File: config.mk
export PLATFORM = sky130hd
export DESIGN_NAME = supply_fault_supervisor
export DESIGN_NICKNAME = d
export VERILOG_FILES = /design/src/rtl/sfs_pkg.sv /design/src/rtl/sfs_source_hyst.sv /design/src/rtl/sfs_overload_filter.sv /design/src/rtl/sfs_mode_fsm.sv /design/src/rtl/supply_fault_supervisor.sv
export SDC_FILE = /design/constraint.sdc
export NUM_CORES = 1
export LEC_CHECK = 0
export ABC_AREA = 1
export BUFFER_PORTS_ARGS = -buffer_cell sky130_fd_sc_hd__buf_2
export CAP_MARGIN = 15
export CORE_AREA = 2 2 39 41
export DETAILED_ROUTE_END_ITERATION = 8
export DIE_AREA = 0 0 41 43
export GPL_TIMING_DRIVEN = 0
export PLACE_DENSITY = 0.65
export SYNTH_ARGS = -nofsm -noshare
export SYNTH_HDL_FRONTEND = slang
export SYNTH_HIERARCHICAL = 1
export SYNTH_SLANG_ARGS = --single-unit
File: constraint.sdc
create_clock -name clk -period 1.35 [get_ports clk]
set_input_delay 0.2025 -clock clk [delete_from_list [all_inputs] [get_ports clk]]
set_output_delay 0.2025 -clock clk [all_outputs]
set_load 0.01 [all_outputs]
File: src/rtl/sfs_pkg.sv
package sfs_pkg;
    typedef enum logic [2:0] {
        SUP_START = 3'b001,
        SUP_RUN   = 3'b010,
        SUP_LATCH = 3'b100
    } sup_state_e;
endpackage

File: src/rtl/sfs_source_hyst.sv
module sfs_source_hyst (
    input  logic clk,
    input  logic rst_n,
    input  logic por,
    input  logic hi,
    input  logic lo,
    output logic src_en
);
    logic src_q;

    // upper threshold dominates; hold between thresholds
    always_ff @(posedge clk) begin
        if (!rst_n || por)
            src_q <= 1'b1;
        else if (hi)
            src_q <= 1'b0;
        else if (lo)
            src_q <= 1'b1;
    end

    assign src_en = src_q;
endmodule

File: src/rtl/sfs_overload_filter.sv
module sfs_overload_filter #(
    parameter int FILT_CYCLES = 16
) (
    input  logic clk,
    input  logic rst_n,
    input  logic por,
    input  logic enable,
    input  logic fb,
    output logic hit
);
    localparam int CW = (FILT_CYCLES > 1) ? $clog2(FILT_CYCLES) : 1;
    localparam logic [CW-1:0] LAST = CW'(FILT_CYCLES - 1);

    logic [CW-1:0] cnt_q;
    logic          active;

    assign active = enable && fb;
    assign hit    = active && (cnt_q == LAST);

    always_ff @(posedge clk) begin
        if (!rst_n || por || !active)
            cnt_q <= '0;
        else if (cnt_q != LAST)
            cnt_q <= cnt_q + 1'b1;
    end
endmodule

File: src/rtl/sfs_mode_fsm.sv
module sfs_mode_fsm
    import sfs_pkg::*;
(
    input  logic clk,
    input  logic rst_n,
    input  logic por,
    input  logic hi,
    input  logic lo,
    input  logic trip,
    input  logic ot,
    output logic run_en,
    output logic armed,
    output logic latched,
    output logic in_run
);
    sup_state_e state_q, state_d;
    logic       armed_q;

    // state register
    always_ff @(posedge clk) begin
        if (!rst_n || por)
            state_q <= SUP_START;
        else
            state_q <= state_d;
    end

    // next state
    always_comb begin
        state_d = state_q;
        unique case (state_q)
            SUP_START: if (hi)   state_d = SUP_RUN;
            SUP_RUN:   if (trip) state_d = SUP_LATCH;
            SUP_LATCH: state_d = SUP_LATCH;
            default:   state_d = SUP_START;
        endcase
    end

    // arming on first lower-threshold crossing in regulation
    always_ff @(posedge clk) begin
        if (!rst_n || por)
            armed_q <= 1'b0;
        else if (state_q == SUP_RUN && lo)
            armed_q <= 1'b1;
    end

    // outputs
    always_comb begin
        in_run  = 1'b0;
        latched = 1'b0;
        unique case (state_q)
            SUP_START: ;
            SUP_RUN:   in_run  = 1'b1;
            SUP_LATCH: latched = 1'b1;
            default:   ;
        endcase
        run_en = in_run && !ot;
        armed  = armed_q;
    end
endmodule

File: src/rtl/supply_fault_supervisor.sv
module supply_fault_supervisor #(
    parameter int FILT_CYCLES = 16
) (
    input  logic clk,
    input  logic rst_n,
    input  logic vcc_above_hi,
    input  logic vcc_below_lo,
    input  logic vcc_below_por,
    input  logic fb_open_loop,
    input  logic over_temp,
    output logic src_en,
    output logic run_en,
    output logic armed,
    output logic latched
);
    logic in_run;
    logic trip;

    sfs_source_hyst u_src (
        .clk    (clk),
        .rst_n  (rst_n),
        .por    (vcc_below_por),
        .hi     (vcc_above_hi),
        .lo     (vcc_below_lo),
        .src_en (src_en)
    );

    sfs_overload_filter #(.FILT_CYCLES(FILT_CYCLES)) u_filt (
        .clk    (clk),
        .rst_n  (rst_n),
        .por    (vcc_below_por),
        .enable (armed && in_run),
        .fb     (fb_open_loop),
        .hit    (trip)
    );

    sfs_mode_fsm u_fsm (
        .clk     (clk),
        .rst_n   (rst_n),
        .por     (vcc_below_por),
        .hi      (vcc_above_hi),
        .lo      (vcc_below_lo),
        .trip    (trip),
        .ot      (over_temp),
        .run_en  (run_en),
        .armed   (armed),
        .latched (latched),
        .in_run  (in_run)
    );
endmodule

Word level (Yosys, flattened, before mapping)
Cells that the tools add are included.
{ "classes": {"n_addsub": 1, "n_reduce_logical": 12, "muxes": 7, "eq_ne": 7} }
{ "op_table": {"columns": ["op", "n"], "rows": [
  ["3-bit one-hot mux with 3 select lines", 1],
  ["3-bit two-way mux", 2],
  ["1-bit logical AND", 5],
  ["4-bit by 1-bit adder with 4-bit output, second input constant", 1],
  ["4-bit == test, second input constant", 1],
  ["1-bit two-way mux", 4],
  ["2-bit inequality test, second input constant", 2],
  ["4-bit inequality test, second input constant", 1],
  ["3-bit by 1-bit == test with 1-bit output, second input constant", 1],
  ["3-bit by 2-bit == test with 1-bit output, second input constant", 1],
  ["3-bit == test, second input constant", 1],
  ["1-bit logical NOT", 3],
  ["1-bit logical OR", 2],
  ["2-bit AND reduction", 1],
  ["2-bit nonzero test", 1]
]} }
{ "word_totals": {"word_cells": 31, "output_inout_bits": 4, "reg_bits": 9} }

Logic depth before layout (Yosys ltp)
Gate-level depths: netlist of run 1.
{ "depth": {"word_depth": 7, "mapped_depth": 12, "mapped_depth_nobuf": 12} }

Modules after synthesis
The synthesis of run 1 kept the hierarchy.
{ "modules_own_cells": {"columns": ["mod", "n_inst", "cells_each", "area_per_inst_um2", "seq_area_each_um2"], "rows": [
  ["sfs_overload_filter", 1, 36, 236.5, 80.1],
  ["sfs_mode_fsm", 1, 35, 230.2, 80.1],
  ["sfs_source_hyst", 1, 6, 40.0, 20.0],
  ["supply_fault_supervisor", 1, 2, 7.5, 0.0]
]} }

Worst setup path after synthesis of run 1
No wires, ideal clock.
{ "synth_path": {"path_kind": "reg-to-reg", "start": "register u_fsm.state_q[2]", "end": "register u_fsm.state_q[1]", "period_less_slack_ps": 1230, "slack_ps": 120, "arrival_time_ps": 1116, "path_stages_with_launch": 13, "setup_time_ps": 114, "required_time_ps": 1236, "path_buffers": 0, "path_cell_list": "dfxtp_1 > nor2_2 > nand2_2 > inv_2 > nand2_1 > inv_1 > nand2_1 > nor2_1 > inv_1 > nand3_1 > nand2_1 > nand2_1 > nor2_1"} }
{ "synth_between": {"elab_chain_len": 7, "word_cells_on_any_way": 11, "cone_classes": "5 x eq/ne; 2 x mux; 4 x reduce/logical"} }
{ "synth_rtl": {"columns": ["element", "line_no", "rtl"], "rows": [
  ["from (decl)", "sfs_mode_fsm.sv:16", "sup_state_e state_q, state_d;"],
  ["from (signal assigned)", "sfs_mode_fsm.sv:24", "state_q <= state_d;"],
  ["3-bit by 2-bit == test with 1-bit output", "sfs_mode_fsm.sv:50", "unique case (state_q)"],
  ["1-bit two-way mux", "sfs_mode_fsm.sv:50", null],
  ["named net in_run", "supply_fault_supervisor.sv:16", "logic in_run;"],
  ["1-bit logical AND", "supply_fault_supervisor.sv:32", ".enable (armed && in_run),"],
  ["1-bit logical AND", "sfs_overload_filter.sv:17", "assign active = enable && fb;"],
  ["1-bit logical AND", "sfs_overload_filter.sv:18", "assign hit = active && (cnt_q == LAST);"],
  ["named net trip", "supply_fault_supervisor.sv:17", "logic trip;"],
  ["2-bit inequality test (no line)", null, null],
  ["2-bit AND reduction (no line)", null, null]
]} }
The timed path passes the listed nets, and every way through them passes these cells.
A chain may end at the register's enable or synchronous reset.

Worst setup path in the final report of run 1
Ends and elaborated chain as after synthesis.

==> results of run 1 <==
[per-layer routing]
| layer | vias up | wire length (microns) | GRT usage (%) |
|---|---|---|---|
| met3 | 2 | 31 | 3.141 |
| met1 | 220 | 428 | 13.77 |
| met2 | 7 | 482 | 19.06 |
| li1 | 273 | - | - |
| met4 | 0 | 12 | 10.00 |
| met5 | - | 0 | 0 |
[layout make-up]
cell class,count,area [sq um]
Fill cell,143,721.9
Multi-Input combinational cell,51,285.3
Sequential cell,9,186.4
Timing Repair Buffer,13,72.57
Inverter,19,71.32
Clock buffer,4,26.28
Tap cell,16,20.02
[cells in the mapped netlist]
cell,instances
nand3_2,3
nand4_1,2
nor2_1,16
nor2_2,2
nand2_1,14
nand2_2,3
a21oi_2,1
inv_2,2
nor2_4,1
dfxtp_1,9
o21ai_1,1
nand3_1,5
nor3_1,1
inv_1,17
ha_1,1
o21ai_2,1
[per-stage QoR]
stage / cell area [sq um] / utilization (%)
after floorplan: 514.2 / -
after global placement: 584.3 / 42.22
after detailed placement: 584.3 / 42.22
after CTS: 616.8 / 44.57
after global routing: 661.9 / 47.83
final: 661.9 / 47.83
[sequential cells by signal (all words and copies together), names as in the netlist]
name and flops:
u_filt/cnt_q 4, u_fsm/state_q 3, u_fsm/armed 1, u_src/src_en 1
[report_power, final]
group          total [mW]  switching, mW  internal [mW]
Sequential          0.281        0.00898          0.272
Clock               0.207         0.0932          0.114
Combinational      0.0672         0.0378         0.0294
Total               0.556          0.140          0.416
[worst min-delay path by stage]
stage                        startpoint            to  slack [ns]  cells after the start
final                     vcc_below_por  u_src/src_en        0.16                      3
after global routing       vcc_below_lo  u_src/src_en        0.17                      3
after CTS                 vcc_below_por  u_src/src_en        0.16                      3
after detailed placement  vcc_below_por  u_src/src_en        0.42                      3
after global placement    vcc_below_por  u_src/src_en        0.42                      3
after floorplan           vcc_below_por  u_src/src_en        0.30                      2
[cell usage in the layout (no fill, tap or decap), drive strengths merged]
| cell | Yosys | final |
|---|---|---|
| o21ai | 2 | 2 |
| nand4 | 2 | 2 |
| clkbuf | 0 | 4 |
| nand3 | 8 | 8 |
| buf | 0 | 13 |
| nor2 | 19 | 19 |
| ha | 1 | 1 |
| nor3 | 1 | 1 |
| inv | 19 | 19 |
| dfxtp | 9 | 9 |
| a21oi | 1 | 1 |
| nand2 | 17 | 17 |
[timing repair]
item,in CTS,in global routing
setup endpoints to repair,2,2
pin swaps,1,2
gates resized for setup,2,9
buffers inserted,0,3
[cells by family (layout without fill, tap and decap cells)]
family	after synthesis	after routing	synth area share [%]
adder cells (fa/ha/maj)	1	1	2.433
AO/OA/AOI/OAI	3	3	4.379
flip-flops	9	9	35.04
AND/OR/NAND/NOR	47	47	44.28
buffers and inverters	19	36	13.87
[tightest hold or removal path: stages]
cell and delay (ns):
buf_2 0.10, nor2_1 0.04, nand2_1 0.05
==> metrics.md, run 1 <==
| Metric | Value |
|---|---|
| Fmax | 806.7 MHz |
| CP Data Required Time | 1.50 ns |
| Longest Clk Path Bufs | 2 |
| Clock H-tree levels | 1 |
| CP Cell Sequence | nor2_4 > nand2_4 > inv_2 > nand2_1 > inv_2 > nand2_2 > nor2_2 > inv_1 > nand3_2 > nand2_1 > nand2_1 > nor2_1 |
| Post-route DRC | 0 |
| Post-synthesis sequential area ratio | between 30% and 40% |
| P&R area growth vs syn | 28.71% |
| HPWL after DPL | 718.4 microns |
| CP arrival | 1.39 ns |
| Root buffer cell | clkbuf_4 |
| Synthesized cell area | 514.2 sq um |
| Layout Skew | 0.0004717 ns |
| Hold Fails Final Rpt | 0 |
| Avg Cell Area, Syn | around 6.5 sq um |
| Netlist cell types | 16 |
| GPL Wtd Cong | 0.7107 |
| First-pass GRT wire length | 1455 microns |
| Final Critical Period | around 1.2 ns |
| Synth area leader | dfxtp_1 |
| Slew margin rel. | 82.23% |
| DIE WIDTH | 41 microns |
| CTS sink cnt | 9 |
| Final ANT Viol Nets | 0 |
| P_leak | 0.3423 nW |
| RR Startpoint | u_fsm/state_q[2] |
| Critical R2R Capture | u_fsm/state_q[1] |
| Most numerous cell on the critical path | nand2_1 |
| Routed wire length per instance | 8.509 microns |
| Crit-path leading delay family | simple AND/OR/NAND/NOR gates |
| Vias | 502 |
| Yosys top cell area share | 35.04% |
| Inserted Clock Buffers | 3 |
| Final setup viols | 0 |
| Worst-Skew Late Latency | 0.25 ns |
| Number of top-level pins | 11 |
| Syn_nets | between 80 and 90 |
| Final WL | 953 microns |
| Max VDD drop | 420.9 uV |
| Final std cells w/o fill | 112 |
| Initial antenna violation count | 0 |
| Number of synthesized register bits | 9 |
| Dpl ws | -0.004277 ns |
| Slew of the pin with the lowest slew margin | 0.2655 ns |
| Starting Density | between 30 and 40% |
| Placed insts | 105 |
| CTS tree | built |
| Synth area leaders | dfxtp_1 (35%), inv_1 (12%), nor2_1 (12%) |
| Synthesized instance count | 79 |
| Worst path bufs/invs | 3 |
| Pre-antenna DRT Iters | 4 |
| Via density | 4.482 |
| Vias in the first global route | 402 |
| Die height | 43 microns |
| Final worst setup slack | 0.1104 ns |
| CP startpoint | u_fsm/state_q[2] |
| Max cap viols | 0 |
| Slew Viols, Final | 0 |
| Hold slack | 0.1621 ns |
| Total congestion overflow | 0 |
| Port Buf Inserts | 10 |
| Crit. End Element | register |
| Power density over the cells | 839.4 nW/um^2 |
| Element type at the critical path start | register |
| Die area | ~1800 sq um |
| CP Class | reg2reg |
| Setup_tns | 0 ns |
| Worst r2r path cells | 12 |
| Hold Crit Class | in2reg |
| Antenna fix cells | 0 |
| Yosys warning total | 6 |
| Max incr delay on CP | 0.35 ns |
| Worst Path Max Fanout | 4 |
| Status | completed |
| WP depth | 12 |
| Slowest-stage cell, CP | dfxtp_4 |
| GRT Overall Usage | roughly an eighth |
| Share of layout cells above drive strength 1 | 38.54% |
| Starting DRT DRC Count | 7 |
| FP Rows | 14 |
| Crit path capture | u_fsm/state_q[1] |
| Reg2Reg Setup Slack | 0.11 ns |
| Clock Pin Slew Worst Setup and Hold Paths | about 0.060 ns |
| Core Region | 1384 sq um |
| Final nets | 105 |
| Largest net degree at the start of global routing | 6 |
| Post-CTS Hold Buffers | 0 |
| Post-route clock period utilization | 91.82% |
| Power Total | 0.5556 mW |
(Power assumes the default switching activity.)
==> inputs of run 2 (changes only) <==
- ABC_AREA: 1 -> default
- PLACE_DENSITY: 0.65 -> 0.58
==> run 2 against run 1 <==
The flow now finishes with violations (negative setup slack). Routed wire length fell by 7.0%. Synthesized area decreased by 17%. Maximum frequency down 9.9%. Power decreased by 8.1%. Register-to-register slack worse by 0.14 ns. Non-clock buffer count shrank 1. Die area unchanged. Clock power barely moved. Via count down 22%. First-iteration DRC count down 43%. Final cell count shrank 29%. Largest cell class unchanged.
==> metrics.md, run 2 <==
| Metric | Value |
|---|---|
| First-pass GRT wire length | 1469 microns (was 1455 microns) |
| CP arrival | 1.54 ns (was 1.39 ns) |
| Port Buf Inserts | 10 (unchanged) |
| Area post-placement | 508.0 sq um (was 584.3 sq um) |
| Share of layout cells above drive strength 1 | 44.44% (was 38.54%) |
| Number of synthesized register bits | 9 (unchanged) |
| Die area | 1763 sq um (unchanged) |
| Max incr delay on CP | 0.38 ns (was 0.35 ns) |
| Slew of the pin with the lowest slew margin | 0.1984 ns (was 0.2655 ns) |
| Worst path bufs/invs | 0 (was 3) |
| Power density over the cells | 883.5 nW/um^2 (was 839.4 nW/um^2) |
| Synth area leader | dfxtp_1 (unchanged) |
| Yosys warning total | 6 (unchanged) |
| Post-synth EDFFs | 0 (unchanged) |
| Element type at the critical path start | register (unchanged) |
| Yosys top cell area share | 41.98% (was 35.04%) |
| Most common cell in the synthesized netlist | dfxtp_1 (was inv_1) |
| Die height | 43 microns (unchanged) |
| P_int | 0.3990 mW (was 0.4157 mW) |
| Asr flop ratio synth | 0% (unchanged) |
| Avg Cell Area, Syn | 9.131 sq um (was 6.509 sq um) |
| Antenna fix cells | 0 (unchanged) |
| Syn_nets | 55 (was 87) |
| Root buffer cell | clkbuf_4 (unchanged) |
| Slew margin rel. | 86.69% (was 82.23%) |
| Inserted Clock Buffers | 3 (unchanged) |
| Pre-antenna DRT Iters | 4 (unchanged) |
| Sw Ratio | 21.87% (was 25.19%) |
| Regs by FF count | u_filt/cnt_q: 4 flops, u_fsm/state_q: 3 flops (unchanged) |
| Number of top-level pins | 11 (unchanged) |
| Fmax | 726.6 MHz (was 806.7 MHz) |
| Max reg flops | 4 (unchanged) |
| Vias in the first global route | 344 (was 402) |
| Post-synthesis sequential area ratio | 41.98% (was 35.04%) |
| Slowest-stage cell, CP | or3b_1 (was dfxtp_4) |
| Layout Skew | 0.008459 ns (was 0.0004717 ns) |
| Starting DRT DRC Count | 4 (was 7) |
| Failing checks | negative setup slack |
| Longest Clk Path Bufs | 2 (unchanged) |
| Worst Path Max Fanout | 2 (was 4) |
| Starting Density | 31.01% (was 37.16%) |
| Hold Fails Final Rpt | 0 (unchanged) |
| Synthesized instance count | 47 (was 79) |
| Synth area leaders | dfxtp_1 (42%), nor2_1 (7.0%), nand2b_1 (4.4%) (was dfxtp_1 (35%), inv_1 (12%), nor2_1 (12%)) |
| Reg2Reg Setup Slack | -0.03 ns (was 0.11 ns) |
| P_sw | 0.1117 mW (was 0.1399 mW) |
| Hold slack | 0.1354 ns (was 0.1621 ns) |
| CP Cell Sequence | nand2b_4 > nor2_1 > and2_4 > nand2_2 > nor2_2 > or3b_1 > a211oi_2 (was nor2_4 > nand2_4 > inv_2 > nand2_1 > inv_2 > nand2_2 > nor2_2 > inv_1 > nand3_2 > nand2_1 > nand2_1 > nor2_1) |
| Final worst setup slack | -0.02619 ns (was 0.1104 ns) |
| CP Class | reg2reg (unchanged) |
| Final WL | 886 microns (was 953 microns) |
| Crit. End Element | register (unchanged) |
| Final Critical Period | 1.376 ns (was 1.240 ns) |
| Final std cells w/o fill | 79 (was 112) |
| DIE WIDTH | 41 microns (unchanged) |
| Part of the power in combinational logic | 6.4% (was 12.1%) |
| Final instance area | 578.1 sq um (was 661.9 sq um) |
| Ys flop type | dfxtp_1 (unchanged) |
| Largest net degree at the start of global routing | 9 (was 6) |
| Clock Pin Slew Worst Setup and Hold Paths | 0.06 ns (about the same) |
| Commonest non-fill, non-tap cell in the layout | buf_2 (was inv_1) |
| GPL Wtd Cong | 0.6310 (was 0.7107) |
| Vias | 390 (was 502) |
| Slew Viols, Final | 0 (unchanged) |
| Placed insts | 73 (was 105) |
| GRT Overall Usage | 13.10% (was 12.53%) |
| CP Data Required Time | 1.52 ns (was 1.50 ns) |
| Final nets | 72 (was 105) |
| Core Region | 1384 sq um (unchanged) |
| Final setup viols | 1 (was 0) |
| HPWL after DPL | 612.6 microns (was 718.4 microns) |
| Via density | 4.937 (was 4.482) |
| Clock H-tree levels | 1 (unchanged) |
| Post-route DRC | 0 (unchanged) |
| Routed wire length per instance | 11.22 microns (was 8.509 microns) |
| Crit-path leading delay family | simple AND/OR/NAND/NOR gates (unchanged) |
| P_leak | 0.2184 nW (was 0.3423 nW) |
| Commonest cells in the netlist | dfxtp_1 (9), nor2_1 (8), nand2b_1 (3), nor3_1 (3) (was inv_1 (17), nor2_1 (16), nand2_1 (14), dfxtp_1 (9), nand3_1 (5)) |
| Max cap viols | 0 (unchanged) |
| CTS sink cnt | 9 (unchanged) |
| Worst-Skew Late Latency | 0.26 ns (was 0.25 ns) |
| Netlist cell types | 24 (was 16) |
| Most flops, register | u_filt/cnt_q (unchanged) |
| CTS tree | built (unchanged) |
| Post-route clock period utilization | 101.9% (was 91.82%) |
| Total congestion overflow | 0 (unchanged) |
| Unrepaired setup endpoints after global routing | yes |
| HP Start | vcc_above_hi (was vcc_below_por) |
| P&R area growth vs syn | 34.69% (was 28.71%) |
| Setup_tns | -0.02619 ns (was 0 ns) |
| Synthesized cell area | 429.2 sq um (was 514.2 sq um) |
| Part of the power in the clock network | 40.3% (was 37.3%) |
| Sequential power share | 53.3% (was 50.6%) |
| Commonest non-fill, non-tap cells in the layout | buf_2 (10), nor2_1 (7), dfxtp_1 (5) (was inv_1 (16), nor2_1 (15), nand2_1 (13)) |
| Post-CTS Hold Buffers | 0 (unchanged) |
| Status | finished with violations (was completed) |
| RR Startpoint | u_fsm/state_q[0] (was u_fsm/state_q[2]) |
| CP startpoint | u_fsm/state_q[0] (was u_fsm/state_q[2]) |
| Hold Crit Class | in2reg (unchanged) |
| Max VDD drop | 483.2 uV (was 420.9 uV) |
| Initial antenna violation count | 0 (unchanged) |
| Final ANT Viol Nets | 0 (unchanged) |
| FP Rows | 14 (unchanged) |
[run 2: cell count changes in the layout (fill, tap and decap cells not counted), sizes merged, moves of 3 or more]
cell / previous run / this run
inv: 19 / 2
nor2: 19 / 8
a211oi: 0 / 3
nand2b: 0 / 3
nand2: 17 / 2
nand3: 8 / 2
[run 2: area by class of cell]
class	count	area [sq um]
tap	16	20.02
inverter	2	7.507
fill	150	805.8
timing repair buffer	12	65.06
multi-input combinational	36	269.0
clock buffer	4	26.28
sequential	9	190.2
[run 2: final timing paths]
kind,cells after the start,endpoint
hold / removal,2,u_src/src_en
hold reg to reg,2,u_fsm/armed
setup / recovery,7,u_fsm/state_q[1]
setup reg to reg,7,u_fsm/state_q[1]
[run 2: worst reg2reg max path, cell delays in order (launching register included)]
cell	delay (ns)
dfxtp_4	0.34
nand2b_4	0.11
nor2_1	0.04
and2_4	0.14
nand2_2	0.05
nor2_2	0.03
or3b_1	0.38
a211oi_2	0.19
[run 2: cell families after synthesis]
| logic type | synth area share (%) |
|---|---|
| AO/OA/AOI/OAI | 15.16 |
| adder cells (fa/ha/maj) | 2.915 |
| buffers and inverters | 1.750 |
| AND/OR/NAND/NOR | 33.82 |
| flip-flops | 41.98 |
| multiplexers | 2.332 |
| XOR/XNOR | 2.041 |
[run 2: layer usage]
layer,GRT usage [%],up-vias,wire (microns)
li1,-,200,-
met1,15.96,177,387
met2,16.88,9,434
met3,4.712,4,43
met4,12.00,0,21
met5,0,-,0
[run 2: power by group through the flow]
stage,sequential (mW),combinational [mW],clock (mW)
after floorplan,0.281,0.0135,0
after global placement,0.282,0.0284,0
after detailed placement,0.282,0.0286,0
after CTS,0.273,0.0326,0.222
after global routing,0.273,0.0369,0.238
final,0.272,0.0327,0.206
[run 2: timing repair]
action	4_1_cts	5_1_grt
endpoints found under the setup margin	3	4
pin swaps	2	2
resized for setup	5	5
buffers inserted	2	0
endpoints found under the hold margin	0	0
[run 2: stage by stage]
step	util [%]	worst slack [ns]	power (mW)
4_1_cts	40.33	-0.05788	0.5274
3_5_place_dp	36.71	-0.1157	0.3101
3_3_place_gp	36.71	-0.1011	0.3100
6_report	41.77	-0.02619	0.5107
5_1_grt	41.77	-0.1177	0.5475
2_1_floorplan	-	0.001248	0.2945
